## src/rtl/vend_pkg.sv

```systemverilog
package vend_pkg;
    localparam int CHG_W = 3;

    typedef enum logic {
        PULSE_IDLE   = 1'b0,
        PULSE_ACTIVE = 1'b1
    } pulse_state_t;
endpackage

```

## src/rtl/pulse_edge_fsm.sv

```systemverilog
module pulse_edge_fsm
    import vend_pkg::*;
(
    input  logic clk,
    input  logic rst,
    input  logic pulse_i,
    output logic inc_o
);
    logic         pulse_q;
    pulse_state_t state_q, state_d;

    // Register the pulse input
    always_ff @(posedge clk) begin
        if (rst) pulse_q <= 1'b0;
        else     pulse_q <= pulse_i;
    end

    // State register
    always_ff @(posedge clk) begin
        if (rst) state_q <= PULSE_IDLE;
        else     state_q <= state_d;
    end

    // Next-state logic
    always_comb begin
        state_d = state_q;
        unique case (state_q)
            PULSE_IDLE:   if (pulse_q)  state_d = PULSE_ACTIVE; // arm
            PULSE_ACTIVE: if (!pulse_q) state_d = PULSE_IDLE;   // credit
            default:      state_d = PULSE_IDLE;
        endcase
    end

    // Output logic: strobe on trailing edge
    always_comb begin
        inc_o = 1'b0;
        unique case (state_q)
            PULSE_IDLE:   inc_o = 1'b0;
            PULSE_ACTIVE: inc_o = !pulse_q;
            default:      inc_o = 1'b0;
        endcase
    end

    assert_single_strobe_R3: assert property (@(posedge clk) disable iff (rst)
        inc_o |=> !inc_o);

    assert_strobe_after_high_R2: assert property (@(posedge clk) disable iff (rst)
        inc_o |-> $past(pulse_q));
endmodule

```

## src/rtl/credit_accum.sv

```systemverilog
module credit_accum #(
    parameter int CREDIT_W = 4
) (
    input  logic                clk,
    input  logic                rst,
    input  logic                inc_i,
    input  logic                clear_i,
    output logic [CREDIT_W-1:0] credit_o
);
    localparam logic [CREDIT_W-1:0] CREDIT_MAX = {CREDIT_W{1'b1}};

    logic [CREDIT_W-1:0] credit_q;
    logic [CREDIT_W-1:0] sum;
    logic                carry;

    // Carry out of the adder signals saturation
    assign {carry, sum} = {1'b0, credit_q} + {{CREDIT_W{1'b0}}, 1'b1};

    always_ff @(posedge clk) begin
        if (rst)                  credit_q <= '0;
        else if (clear_i)         credit_q <= '0;
        else if (inc_i && !carry) credit_q <= sum;
    end

    assign credit_o = credit_q;

    assert_sat_hold_R4: assert property (@(posedge clk) disable iff (rst)
        (credit_q == CREDIT_MAX && !clear_i) |=> credit_q == CREDIT_MAX);

    assert_ack_clear_R7: assert property (@(posedge clk) disable iff (rst)
        clear_i |=> credit_q == '0);

    assert_unit_step_R2: assert property (@(posedge clk) disable iff (rst)
        !clear_i |=> (credit_q == $past(credit_q)) ||
                     (credit_q == $past(credit_q) + 1'b1));
endmodule

```

## src/rtl/borrow_subtractor.sv

```systemverilog
module borrow_subtractor #(
    parameter int WIDTH = 4
) (
    input  logic             clk,
    input  logic             rst,
    input  logic [WIDTH-1:0] a_i,
    input  logic [WIDTH-1:0] b_i,
    output logic [WIDTH-1:0] diff_o,
    output logic             borrow_o
);
    logic [WIDTH:0] chain;

    assign chain[0] = 1'b0;

    for (genvar i = 0; i < WIDTH; i++) begin : g_cell
        logic ab_x;
        assign ab_x        = a_i[i] ^ b_i[i];
        assign diff_o[i]   = ab_x ^ chain[i];
        assign chain[i+1]  = (~a_i[i] & b_i[i]) | (~ab_x & chain[i]);
    end

    assign borrow_o = chain[WIDTH];

    assert_borrow_compare_R5: assert property (@(posedge clk) disable iff (rst)
        borrow_o == (a_i < b_i));
endmodule

```

## src/rtl/change_decode.sv

```systemverilog
module change_decode
    import vend_pkg::*;
#(
    parameter int WIDTH = 4
) (
    input  logic [WIDTH-1:0] diff_i,
    input  logic             borrow_i,
    output logic             release_o,
    output logic [CHG_W-1:0] change_o
);
    // Only the low bits matter: differences above five nickels are don't-care
    always_comb begin
        release_o = !borrow_i;
        change_o  = borrow_i ? '0 : diff_i[CHG_W-1:0];
    end
endmodule

```

## src/rtl/vend_credit_unit.sv

```systemverilog
module vend_credit_unit
    import vend_pkg::*;
#(
    parameter int CREDIT_W    = 4,
    parameter int PRICE_UNITS = 10
) (
    input  logic                clk,
    input  logic                rst,
    input  logic                pulse_i,
    input  logic                vend_ack_i,
    output logic                release_o,
    output logic [CHG_W-1:0]    change_o,
    output logic [CREDIT_W-1:0] credit_o
);
    localparam logic [CREDIT_W-1:0] PRICE = CREDIT_W'(PRICE_UNITS);

    logic                inc;
    logic [CREDIT_W-1:0] credit;
    logic [CREDIT_W-1:0] diff;
    logic                borrow;

    pulse_edge_fsm u_edge (
        .clk     (clk),
        .rst     (rst),
        .pulse_i (pulse_i),
        .inc_o   (inc)
    );

    credit_accum #(.CREDIT_W(CREDIT_W)) u_accum (
        .clk      (clk),
        .rst      (rst),
        .inc_i    (inc),
        .clear_i  (vend_ack_i),
        .credit_o (credit)
    );

    borrow_subtractor #(.WIDTH(CREDIT_W)) u_sub (
        .clk      (clk),
        .rst      (rst),
        .a_i      (credit),
        .b_i      (PRICE),
        .diff_o   (diff),
        .borrow_o (borrow)
    );

    change_decode #(.WIDTH(CREDIT_W)) u_dec (
        .diff_i    (diff),
        .borrow_i  (borrow),
        .release_o (release_o),
        .change_o  (change_o)
    );

    assign credit_o = credit;

    assert_release_enough_R5: assert property (@(posedge clk) disable iff (rst)
        release_o |-> credit_o >= PRICE);

    assert_no_change_held_R6: assert property (@(posedge clk) disable iff (rst)
        !release_o |-> change_o == '0);

    assert_reset_clear_R1: assert property (@(posedge clk)
        rst |=> (credit_o == '0));
endmodule

```

## config.mk

```make
export PLATFORM = sky130hd
export DESIGN_NAME = vend_credit_unit
export DESIGN_NICKNAME = d
export VERILOG_FILES = /design/src/rtl/vend_pkg.sv /design/src/rtl/pulse_edge_fsm.sv /design/src/rtl/credit_accum.sv /design/src/rtl/borrow_subtractor.sv /design/src/rtl/change_decode.sv /design/src/rtl/vend_credit_unit.sv
export SDC_FILE = /design/constraint.sdc
export NUM_CORES = 1
export LEC_CHECK = 0
export ABC_AREA = 1
export CAP_MARGIN = 20
export CORE_AREA = 5 5 42 44
export DETAILED_ROUTE_END_ITERATION = 6
export DIE_AREA = 0 0 47 49
export PLACE_DENSITY = 0.61
export SYNTH_ARGS = -nofsm -noshare
export SYNTH_HDL_FRONTEND = slang
export SYNTH_SLANG_ARGS = --single-unit
```

## constraint.sdc

```tcl
create_clock -name clk -period 1.78 [get_ports clk]
set_input_delay 0.356 -clock clk [delete_from_list [all_inputs] [get_ports clk]]
set_output_delay 0.356 -clock clk [all_outputs]
set_load 0.05 [all_outputs]
```

Yosys cells after proc, flatten, opt, wreduce, memory -nomap -nowiden
Index checks and enable logic that the tools add are counted.
{ "word_totals": {"regBits": 6, "latch_bits": 0, "ram_bits": 0, "romBits": 0, "inputBits": 4, "elab_cells": 20, "memories": 0} }
{ "classes": {"add_sub_neg": 1, "multipliers": 0, "div": 0, "magnitude_cmp": 0, "n_eq_ne": 0, "n_shift": 0, "n_mux": 3, "n_bitwise": 8, "reduce_logical": 5} }
{ "op_table": {"columns": ["op", "n"], "rows": [
  ["$add 4x1->5 const B", 1],
  ["$not 1->1", 4],
  ["$logic_not 1->1", 3],
  ["$mux 3", 1],
  ["$and 1x1->1", 2],
  ["$pmux 1 s2", 1],
  ["$reduce_or 2->1", 1],
  ["$logic_and 1x1->1", 1],
  ["$mux 1", 1],
  ["$or 1x1->1", 1],
  ["$xor 1x1->1", 1]
]} }

Longest topological paths before layout
Gate-level depths: netlist of run 1.
{ "depth": {"ltp_word": 5, "depth_mapped": 7, "ltp_nobuf": 7} }

Modules after synthesis
From an unflattened synthesis of run 1, not the netlist that was laid out.
{ "hier_totals": {"cells_unflattened": 62, "hier_area_um2": 440.4} }
{ "modules_own_cells": {"columns": ["mod", "n_inst", "cells_per_inst", "area_per_inst_um2", "seq_area_each_um2"], "rows": [
  ["credit_accum", 1, 30, 224.0, 80.1],
  ["borrow_subtractor", 1, 15, 117.6, 0.0],
  ["pulse_edge_fsm", 1, 8, 65.1, 40.0],
  ["change_decode", 1, 7, 26.3, 0.0],
  ["vend_credit_unit", 1, 2, 7.5, 0.0]
]} }

Least setup slack after synthesis of run 1
No wires, ideal clock.
{ "synth_timing": {"path_type": "flip-flop to output port", "start": "register u_accum.credit_q[1] (netlist: u_accum.credit_o[1])", "end": "output port change_o[0]", "t_arrival_ns": 2.217, "t_required_ns": 1.424, "path_slack_ns": -0.793, "stages_incl_launch_ff": 6, "path_buffers": 0, "path_cell_list": "dfxtp_1 inv_1 ha_1 nor2_2 inv_2 nor2_1"} }
{ "synth_via": {"elab_chain_cells": 5} }
{ "synth_rtl": {"columns": ["element", "line_no", "rtl"], "rows": [
  ["start, declared", "credit_accum.sv:12", "logic [CREDIT_W-1:0] credit_q;"],
  ["start signal, assigned", "credit_accum.sv:22", "else if (inc_i && !carry) credit_q <= sum;"],
  ["$not 1->1", "borrow_subtractor.sv:19", "assign chain[i+1] = (~a_i[i] & b_i[i]) | (~ab_x & chain[i]);"],
  ["$and 1x1->1 (2 in series)", "borrow_subtractor.sv:19", null],
  ["$or 1x1->1", "borrow_subtractor.sv:19", null],
  ["$mux 3", "change_decode.sv:14", "change_o = borrow_i ? '0 : diff_i[CHG_W-1:0];"],
  ["end, declared", "vend_credit_unit.sv:12", "output logic [CHG_W-1:0] change_o,"]
]} }
Every way passes these cells.

Final worst setup path of run 1
{ "layout_timing": {"start": "register u_accum.credit_q[2] (netlist: u_accum.credit_o[2])", "end": "output port change_o[0]"} }
{ "layout_via": {"elab_chain_cells": 5} }
{ "layout_rtl": {"columns": ["element", "line_no"], "rows": [
  ["$not 1->1", null],
  ["$and 1x1->1 (2 in series)", "borrow_subtractor.sv:19"],
  ["$or 1x1->1", "borrow_subtractor.sv:19"],
  ["$mux 3", "change_decode.sv:14"]
]} }
Every way passes these cells.

==> metrics.md, run 1 <==
| Metric | Value |
|---|---|
| WHS | 0.459 ns |
| Post-synth top area cell | dfxtp_1 |
| Switch share | 23.8% |
| Reg-to-reg startpoint | u_accum.credit_o[0] |
| Port Buffers | 11 |
| Worst min path class | reg -> reg |
| Core area | 1400 um^2 |
| Initial antenna violation count | 0 |
| Arr. time, crit path | 1.33 ns |
| Full die area | 2300 um^2 |
| Final ANT Viol Nets | 0 |
| Final hold vios | 0 |
| Inserted Clock Buffers | 3 |
| Drt via density | 4.14 |
| Syn-to-layout area delta | 59.2% |
| Layout Nets | 75 |
| Hold Path Sink | u_edge.state_q |
| Final setup vio count | 0 |
| Share of total power in combinational logic | 9.2% |
| Iter 0 DRT Violations | 6 |
| Clock sink count | 6 |
| DP Area | 564 um^2 |
| MaxCap Viol Count | 0 |
| Total power | 0.308 mW |
| Clock Tree Root | clkbuf_4 |
| Post-CTS sizing | 0 |
| CTS H-tree lvls | 1 |
| Outcome | completed |
| Clk pin slew, worst setup/hold paths | 0.05 ns |
| Cts hold-fix bufs | 0 |
| Crit Path Class | reg -> out |
| Synth top area share | 31.6% |
| Syn avg cell area | 7.31 um^2 |
| Fin crit period | 1.69 ns |
| Mapped Cells | 52 |
| Startpoint types | flip-flop |
| Int Pwr | 0.235 mW |
| Initial Util | 27.1% |
| Clk buf depth | 2 |
| Fmax | 592 MHz |
| Routed len/inst | 8.07 um |
| IO Pins | 12 |
| Final worst-path cycle share | 94.9% |
| R2R setup slack | 0.69 ns |
| Register bit count reported by yosys | 6 |
| Half-perimeter wire length after placement | 535 um |
| Drc violations | 0 |
| Layout Skew | 0.00369 ns |
| Chip width | 47 um |
| Measured slew at the worst slew-check pin | 0.254 ns |
| Global-route usage over all layers | 7.53% |
| Vias in the first global route | 311 |
| # rows | 14 |
| DR vias | 344 |
| Synth warn | 0 |
| N_diodes | 0 |
| Grt ovf | 0 |
| Most frequent cells in the layout | 11 x nand2_1, 8 x inv_1, 8 x nor2_1, 6 x buf_4, 5 x nor2_4 |
| Routed WL | 670 um |
| Hold path cells | 2 |
| Largest net degree at the start of global routing | 8 |
| Flop pwr share | 45.2% |
| Commonest non-fill, non-tap cell in the layout | nand2_1 |
| Hold wc startpoint | u_edge.pulse_q |
| Final setup margin | 0.0900 ns |
| Crit path max fanout | 3 |
| Main area contributors after synthesis | dfxtp_1 32%, nand2_1 11%, nor2_1 11% |
| Path depth of the worst reg2reg path | 4 |
| Slew HR | 83.0% |
| First-pass GRT wire length | 1.25 mm |
| Die Y-Extent | 49 um |
| Yosys cell types | 15 |
| Pins over their slew limit | 0 |
| Setup crit end kind | output pin |
| Sequential area share after synthesis | 31.6% |
| Total nets after synthesis | 59 |
| Setup_tns | 0 ns |
| Fin area | 606 um^2 |
| Share of layout cells above drive strength 1 | 40.3% |
| Post-placement setup slack | 0.241 ns |
| Clock latency on the worst-skew pair | 0.25 ns |
| PD cells | 509 nW/um^2 |
| Clock power frac | 45.6% |
| RSZ-0062 raised after global routing | no |
| Maximum vdd drop | 0.303 mV |
| Psw | 0.0734 mW |
| Critical Path RT | 1.42 ns |
| Static leakage | 0.267 nW |
| TritonCTS clock tree | yes |
| Drt pass-1 iters | 5 |
| GPL Wtd Cong | 0.650 |
| Critical R2R Capture | u_accum.credit_o[0] |
| Synth Cell Area | 380 um^2 |
-- power by group through the flow --
stage | Sequential, mW | Combinational, mW | Clock, mW
after global routing | 0.140 | 0.0313 | 0.154
after detailed placement | 0.142 | 0.0288 | 0
after global placement | 0.142 | 0.0285 | 0
after floorplan | 0.143 | 0.0151 | 0
after CTS | 0.139 | 0.0289 | 0.150
final | 0.139 | 0.0284 | 0.141
-- timing repair --
item | 4_1_cts | 5_1_grt
pin swaps | 1 | 1
setup endpoints to repair | 3 | 2
setup buffers | 2 | 0
-- metal layers --
metal  part of all wire [%]  vias up  track usage (%)
li1                       -      183                -
met1                     40      143             9.21
met2                     47       16             10.4
met3                     11        2             2.58
met4                    1.9        0             5.53
met5                      0        -                0
-- synthesized netlist by cell type, drive strengths merged --
cell type and n:
nor2 14, nand2 12, inv 9, dfxtp 6, ha 3, nand3 3, a21oi 2, buf 2
bufinv 1
-- layout make-up --
class / count / area (um^2)
Fill cell: 149 / 796
Multi-Input combinational cell: 34 / 224
Timing Repair Buffer: 13 / 155
Sequential cell: 6 / 126
Inverter: 10 / 53.8
Clock buffer: 4 / 26.3
Tap cell: 16 / 20.0
-- worst max-delay path, cell delays in order (launching register included) --
cell      delay, ns
dfxtp_2        0.32
bufinv_8       0.17
ha_2           0.17
nor2_4         0.11
inv_4          0.07
nor2_4         0.12
buf_12         0.14
-- state kept, by name, summed over array words and instances, names as in the netlist --
register	count
u_edge.state_q	1
u_accum.credit_o	4
u_edge.pulse_q	1
-- per-stage QoR --
stage / cells / util, %
after floorplan: 52 / -
after global placement: 77 / 40.3
after detailed placement: 77 / 40.3
after global routing: 83 / 43.2
after CTS: 83 / 43.2
final: 83 / 43.2
-- how the worst max path moves through the flow --
stage	from	slack [ns]	to
after floorplan	u_accum.credit_o[1]	0.01	change_o[0]
after global placement	u_accum.credit_o[2]	0.26	change_o[0]
after detailed placement	u_accum.credit_o[2]	0.24	change_o[0]
after CTS	u_accum.credit_o[2]	0.05	change_o[0]
after global routing	u_accum.credit_o[2]	0.007	change_o[0]
final	u_accum.credit_o[2]	0.09	change_o[0]
-- cell families (layout without fill, tap and decap cells) --
logic type	count (synthesis)	count (layout)	synth area share, %
adder cells (fa/ha/maj)	3	3	9.87
AO/OA/AOI/OAI	2	2	2.63
AND/OR/NAND/NOR	29	29	38.5
buffers and inverters	12	27	17.4
flip-flops	6	6	31.6
No activity file was read; power rests on OpenSTA's default activity.
==> run 2, diff against run 1 <==
--- a/config.mk
+++ b/config.mk
@@ -8,9 +8,9 @@
 export ABC_AREA = 1
 export CAP_MARGIN = 20
 export CORE_AREA = 5 5 42 44
+export CTS_CLUSTER_DIAMETER = 120
 export DETAILED_ROUTE_END_ITERATION = 6
 export DIE_AREA = 0 0 47 49
-export PLACE_DENSITY = 0.61
 export SYNTH_ARGS = -nofsm -noshare
 export SYNTH_HDL_FRONTEND = slang
 export SYNTH_SLANG_ARGS = --single-unit
==> run 2 against run 1 <==
Against the previous run: final area unchanged; routed wire length up 1.9%; worst hold slack worse by 0.0041 ns; final cell count unchanged; non-clock buffer count unchanged; critical path type unchanged; critical endpoint unchanged; largest power group is now registers.
==> metrics.md, run 2 (synthesized netlist as in run 1, its figures left out) <==
| Metric | Value |
|---|---|
| Outcome | completed |
| CTS H-tree lvls | 1 (unchanged) |
| Setup crit end kind | output pin |
| Global-route usage over all layers | 7.61% (+0.076 points) |
| Layout Skew | 0.00496 ns (+0.00128 ns) |
| Post-CTS sizing | 0 (unchanged) |
| Core area | 1400 um^2 (unchanged) |
| Hold path cells | 2 (unchanged) |
| Routed WL | 683 um (+1.9%) |
| Hold Path Sink | u_edge.state_q |
| Largest net degree at the start of global routing | 8 (unchanged) |
| Share of total power in combinational logic | 9.3% (about the same) |
| IO Pins | 12 (unchanged) |
| Maximum vdd drop | 0.349 mV (+15%) |
| Critical Path RT | 1.42 ns (about the same) |
| Routed len/inst | 8.23 um (+1.9%) |
| Commonest non-fill, non-tap cell in the layout | nand2_1 |
| Clk pin slew, worst setup/hold paths | 0.05 ns (about the same) |
| Path depth of the worst reg2reg path | 4 (unchanged) |
| Clock power frac | 45.0% (-0.6 points) |
| Initial Util | 27.1% (unchanged) |
| Crit path max fanout | 3 (unchanged) |
| Placed Instances | 77 (unchanged) |
| Slowest stage delay, CP | 0.32 ns (about the same) |
| Vias in the first global route | 304 (-2.3%) |
| Drt via density | 4.08 (-1.5%) |
| # rows | 14 (unchanged) |
| Pins over their slew limit | 0 (unchanged) |
| Iter 0 DRT Violations | 2 (-4) |
| Clk buf depth | 2 (unchanged) |
| MaxCap Viol Count | 0 (unchanged) |
| Flop pwr share | 45.7% (+0.5 points) |
| Share of layout cells above drive strength 1 | 40.3% (unchanged) |
| N_diodes | 0 (unchanged) |
| Final non-filler cell total | 83 (unchanged) |
| PD cells | 504 nW/um^2 (-0.94%) |
| Clock Tree Root | clkbuf_4 |
| Drt pass-1 iters | 2 (-3) |
| Slew HR | 83.4% (+0.36 points) |
| Static leakage | 0.267 nW (unchanged) |
| R2R setup slack | 0.67 ns (-0.02 ns) |
| TritonCTS clock tree | yes |
| Critical R2R Capture | u_accum.credit_o[1] |
| Total power | 0.305 mW (-0.94%) |
| Initial antenna violation count | 0 (unchanged) |
| Int Pwr | 0.235 mW (about the same) |
| Fmax | 591 MHz (-0.17%) |
| Full die area | 2300 um^2 (unchanged) |
| Arr. time, crit path | 1.34 ns (about the same) |
| Psw | 0.0706 mW (-3.8%) |
| Grt ovf | 0 (unchanged) |
| GPL Wtd Cong | 0.675 (+3.8%) |
| Worst min path class | reg -> reg |
| Final hold vios | 0 (unchanged) |
| Port Buffers | 11 (unchanged) |
| Final worst-path cycle share | 95.1% (+0.16 points) |
| Startpoint types | flip-flop |
| Reg-to-reg startpoint | u_accum.credit_o[0] |
| CP startpoint | u_accum.credit_o[2] |
| Final ANT Viol Nets | 0 (unchanged) |
| Die Y-Extent | 49 um (unchanged) |
| Fin area | 606 um^2 (unchanged) |
| DR vias | 339 (-1.5%) |
| Most frequent cells in the layout | 11 x nand2_1, 8 x inv_1, 8 x nor2_1, 6 x buf_4, 5 x nor2_4 |
| Half-perimeter wire length after placement | 570 um (+6.6%) |
| Drc violations | 0 (unchanged) |
| DP Area | 564 um^2 (unchanged) |
| Layout Nets | 75 (unchanged) |
| Clock sink count | 6 (unchanged) |
| Inserted Clock Buffers | 3 (unchanged) |
| Hold wc startpoint | u_edge.pulse_q |
| Core Util, Final | 43.2% (unchanged) |
| CP most frequent cell | nor2_4 |
| Clock latency on the worst-skew pair | 0.24 ns (about the same) |
| Measured slew at the worst slew-check pin | 0.249 ns (-0.00534 ns) |
| Chip width | 47 um (unchanged) |
| Setup_tns | 0 ns (unchanged) |
| Top cell family by delay on the critical path | buffers and inverters |
| Fin crit period | 1.69 ns (+0.00293 ns) |
| RSZ-0062 raised after global routing | no |
| Syn-to-layout area delta | 59.2% (unchanged) |
| Fillers | 159 (+6.7%) |
| Bufs and invs on worst path | 3 (unchanged) |
| Max reg flops | 4 (unchanged) |
| First-pass GRT wire length | 1.20 mm (-3.8%) |
| Crit Path Class | reg -> out |
| Final setup vio count | 0 (unchanged) |
| Switch share | 23.1% (-0.68 points) |
| Worst-path cell with the longest stage delay | dfxtp_2 |
| Crit path cell chain | bufinv_8 -> ha_2 -> nor2_4 -> inv_4 -> nor2_4 -> buf_12 |
## run 2: power groups by stage
stage / Combinational (mW) / Clock, mW / Sequential, mW
global route: 0.0304 / 0.161 / 0.140
detailed placement: 0.0287 / 0 / 0.142
floorplan: 0.0151 / 0 / 0.143
global placement: 0.0283 / 0 / 0.142
finish: 0.0283 / 0.138 / 0.139
CTS: 0.0289 / 0.148 / 0.139
## run 2: per-layer routing
layer / wire, um / global-route usage, %
met5: 0 / 0
met4: 4 / 6.91
met3: 81 / 3.32
met2: 345 / 11.8
met1: 253 / 7.03
## run 2: area by class of cell
type                    count  area (um^2)  area share [%]
clock buffers               4         26.3            4.34
repair buffers             13          155            25.6
flip-flops and latches      6          126            20.9
well taps                  16         20.0            3.31
multi-input cells          34          224            37.0
inverters                  10         53.8            8.88
## run 2: worst max path at each step
stage | end | slack (ns) | depth (start not counted)
6_report | change_o[0] | 0.09 | 6
5_1_grt | change_o[0] | 0.005 | 6
4_1_cts | change_o[0] | 0.04 | 6
3_5_place_dp | change_o[0] | 0.24 | 6
3_3_place_gp | change_o[0] | 0.26 | 6
2_1_floorplan | change_o[0] | 0.01 | 5
## run 2: metrics by stage
stage | hold WS [ns] | worst slack, ns
final | 0.455 | 0.0871
after CTS | 0.458 | 0.0396
after floorplan | 0.427 | 0.00987
after detailed placement | 0.450 | 0.239
after global placement | 0.445 | 0.257
after global routing | 0.476 | 0.00510
## run 2: tightest hold or removal path: cells and delay by family (launching register included)
family	cells	cell delay, ns
and+or+nand+nor	1	0.03
DFF	1	0.33
buffers and inverters	1	0.06
## run 2: what timing repair did
action,in CTS,in global routing
buffers inserted,2,0
pin swaps,1,1
hold buffers,0,0
endpoints found under the setup margin,3,2
==> run 3, diff against run 2 <==
--- a/config.mk
+++ b/config.mk
@@ -11,6 +11,7 @@
 export CTS_CLUSTER_DIAMETER = 120
 export DETAILED_ROUTE_END_ITERATION = 6
 export DIE_AREA = 0 0 47 49
+export SETUP_SLACK_MARGIN = 0.5
 export SYNTH_ARGS = -nofsm -noshare
 export SYNTH_HDL_FRONTEND = slang
 export SYNTH_SLANG_ARGS = --single-unit
==> run 3 against run 2 <==
Against the previous run: count of clock-buffer cells in the layout unchanged; die area unchanged; critical path type unchanged; clock skew down 0.00080 ns; clock power about the same; via count up 5.0%; critical path depth unchanged; routed wire length up 8.9%; global-route usage up 1.1 points.
==> metrics.md, run 3 (synthesized netlist as in run 1, its figures left out) <==
| Metric | Value |
|---|---|
| Fin crit period | 1.57 ns (-0.125 ns) |
| Layout Skew | 0.00417 ns (-0.000796 ns) |
| Slew HR | 83.4% (about the same) |
| Measured slew at the worst slew-check pin | 0.248 ns (-0.000271 ns) |
| Clock latency on the worst-skew pair | 0.25 ns (about the same) |
| Placed Instances | 77 (unchanged) |
| Static leakage | 0.280 nW (+4.9%) |
| CTS H-tree lvls | 1 (unchanged) |
| Setup crit end kind | output pin |
| Commonest non-fill, non-tap cell in the layout | nand2_1 |
| Clock sink count | 6 (unchanged) |
| Arr. time, crit path | 1.21 ns (-0.13 ns) |
| Final non-filler cell total | 85 (+2.4%) |
| IO Pins | 12 (unchanged) |
| Iter 0 DRT Violations | 0 (-2) |
| Crit path max fanout | 3 (unchanged) |
| Critical Path RT | 1.42 ns (about the same) |
| MaxCap Viol Count | 0 (unchanged) |
| Final ANT Viol Nets | 0 (unchanged) |
| Maximum vdd drop | 0.448 mV (+28%) |
| Inserted Clock Buffers | 3 (unchanged) |
| RSZ-0062 raised after global routing | yes |
| Global-route usage over all layers | 8.66% (+1.1 points) |
| Layout Nets | 77 (+2.7%) |
| Clock Tree Root | clkbuf_4 |
| Fillers | 162 (+1.9%) |
| # rows | 14 (unchanged) |
| Fin area | 647 um^2 (+6.8%) |
| First-pass GRT wire length | 1.39 mm (+16%) |
| Most frequent cells in the layout | 11 x nand2_1, 8 x nor2_1, 7 x inv_1, 5 x nor2_4, 5 x buf_4 |
| Share of layout cells above drive strength 1 | 44.9% (+4.6 points) |
| Total power | 0.307 mW (+0.55%) |
| TritonCTS clock tree | yes |
| Grt ovf | 0 (unchanged) |
| PD cells | 475 nW/um^2 (-5.9%) |
| Post-placement setup slack | 0.254 ns (+0.0156 ns) |
| Syn-to-layout area delta | 70.1% |
| Core Util, Final | 46.2% (+2.9 points) |
| N_diodes | 0 (unchanged) |
| Reg area | 130 um^2 (+3.0%) |
| Final setup vio count | 0 (unchanged) |
| Port Buffers | 11 (unchanged) |
| Max reg flops | 4 (unchanged) |
| Multi-input logic area | 234 um^2 (+4.5%) |
| Chip width | 47 um (unchanged) |
| Routed WL | 744 um (+8.9%) |
| Initial antenna violation count | 0 (unchanged) |
| Largest net degree at the start of global routing | 8 (unchanged) |
| Startpoint types | flip-flop |
| Setup_tns | 0 ns (unchanged) |
| Final worst-path cycle share | 88.1% (-7.0 points) |
| Drt pass-1 iters | 1 (-1) |
| Final hold vios | 0 (unchanged) |
| Drc violations | 0 (unchanged) |
| Final setup margin | 0.212 ns (+0.125 ns) |
| GPL Wtd Cong | 0.641 (-5.0%) |
| Crit Path Class | reg -> out |
| Outcome | completed |
| Core area | 1400 um^2 (unchanged) |
| Drt via density | 4.19 (+2.5%) |
| Routed len/inst | 8.75 um (+6.4%) |
| Clk buf depth | 2 (unchanged) |
| Full die area | 2300 um^2 (unchanged) |
| Worst min path class | reg -> reg |
| Vias in the first global route | 332 (+9.2%) |
| Cts hold-fix bufs | 0 (unchanged) |
| DR vias | 356 (+5.0%) |
| WHS | 0.464 ns (+0.00941 ns) |
| Fmax | 638 MHz (+7.9%) |
| Clk pin slew, worst setup/hold paths | 0.05 ns (about the same) |
| Pins over their slew limit | 0 (unchanged) |
| Initial Util | 27.1% (unchanged) |
| DP Area | 574 um^2 (+1.8%) |
| Half-perimeter wire length after placement | 597 um (+4.7%) |
| Die Y-Extent | 49 um (unchanged) |
[run 3: worst paths after layout]
kind	from	endpoint	depth (start not counted)	slack, ns
worst max-delay path	u_accum.credit_o[2]	change_o[2]	6	0.21
worst min-delay path	u_edge.pulse_q	u_edge.state_q	2	0.46
worst max register to register	u_accum.credit_o[1]	u_accum.credit_o[2]	6	0.64
worst min register to register	u_edge.pulse_q	u_edge.state_q	2	0.46
[run 3: critical path, cell delays in order, from the launching register on]
cell,delay (ns)
dfxtp_4,0.37
inv_8,0.03
ha_4,0.15
nor2_4,0.10
inv_4,0.07
nor2_4,0.10
buf_12,0.14
[run 3: power breakdown]
part,internal [mW],switching [mW],total (mW)
Sequential,0.135,0.00259,0.138
Clock,0.0852,0.0529,0.138
Combinational,0.0150,0.0163,0.0313
Total,0.235,0.0718,0.307
[run 3: cell type report]
type                            count  area share (%)
Clock buffer                        4            4.06
Inverter                           10            7.35
Multi-Input combinational cell     34            36.2
Sequential cell                     6            20.1
Tap cell                           16            3.09
Timing Repair Buffer               15            29.2
[run 3: routing by layer]
layer / part of all wire, % / GRT usage (%)
met5: 0 / 0
met4: 0.67 / 6.91
met3: 7.9 / 3.32
met2: 50 / 11.5
met1: 41 / 10.5
[run 3: repair_timing]
| action | CTS | global route |
|---|---|---|
| resized for setup | 3 | 5 |
| setup buffers | 4 | 0 |
| pin swaps | 4 | 2 |
| cloned | 0 | 0 |
| setup endpoints to repair | 5 | 7 |
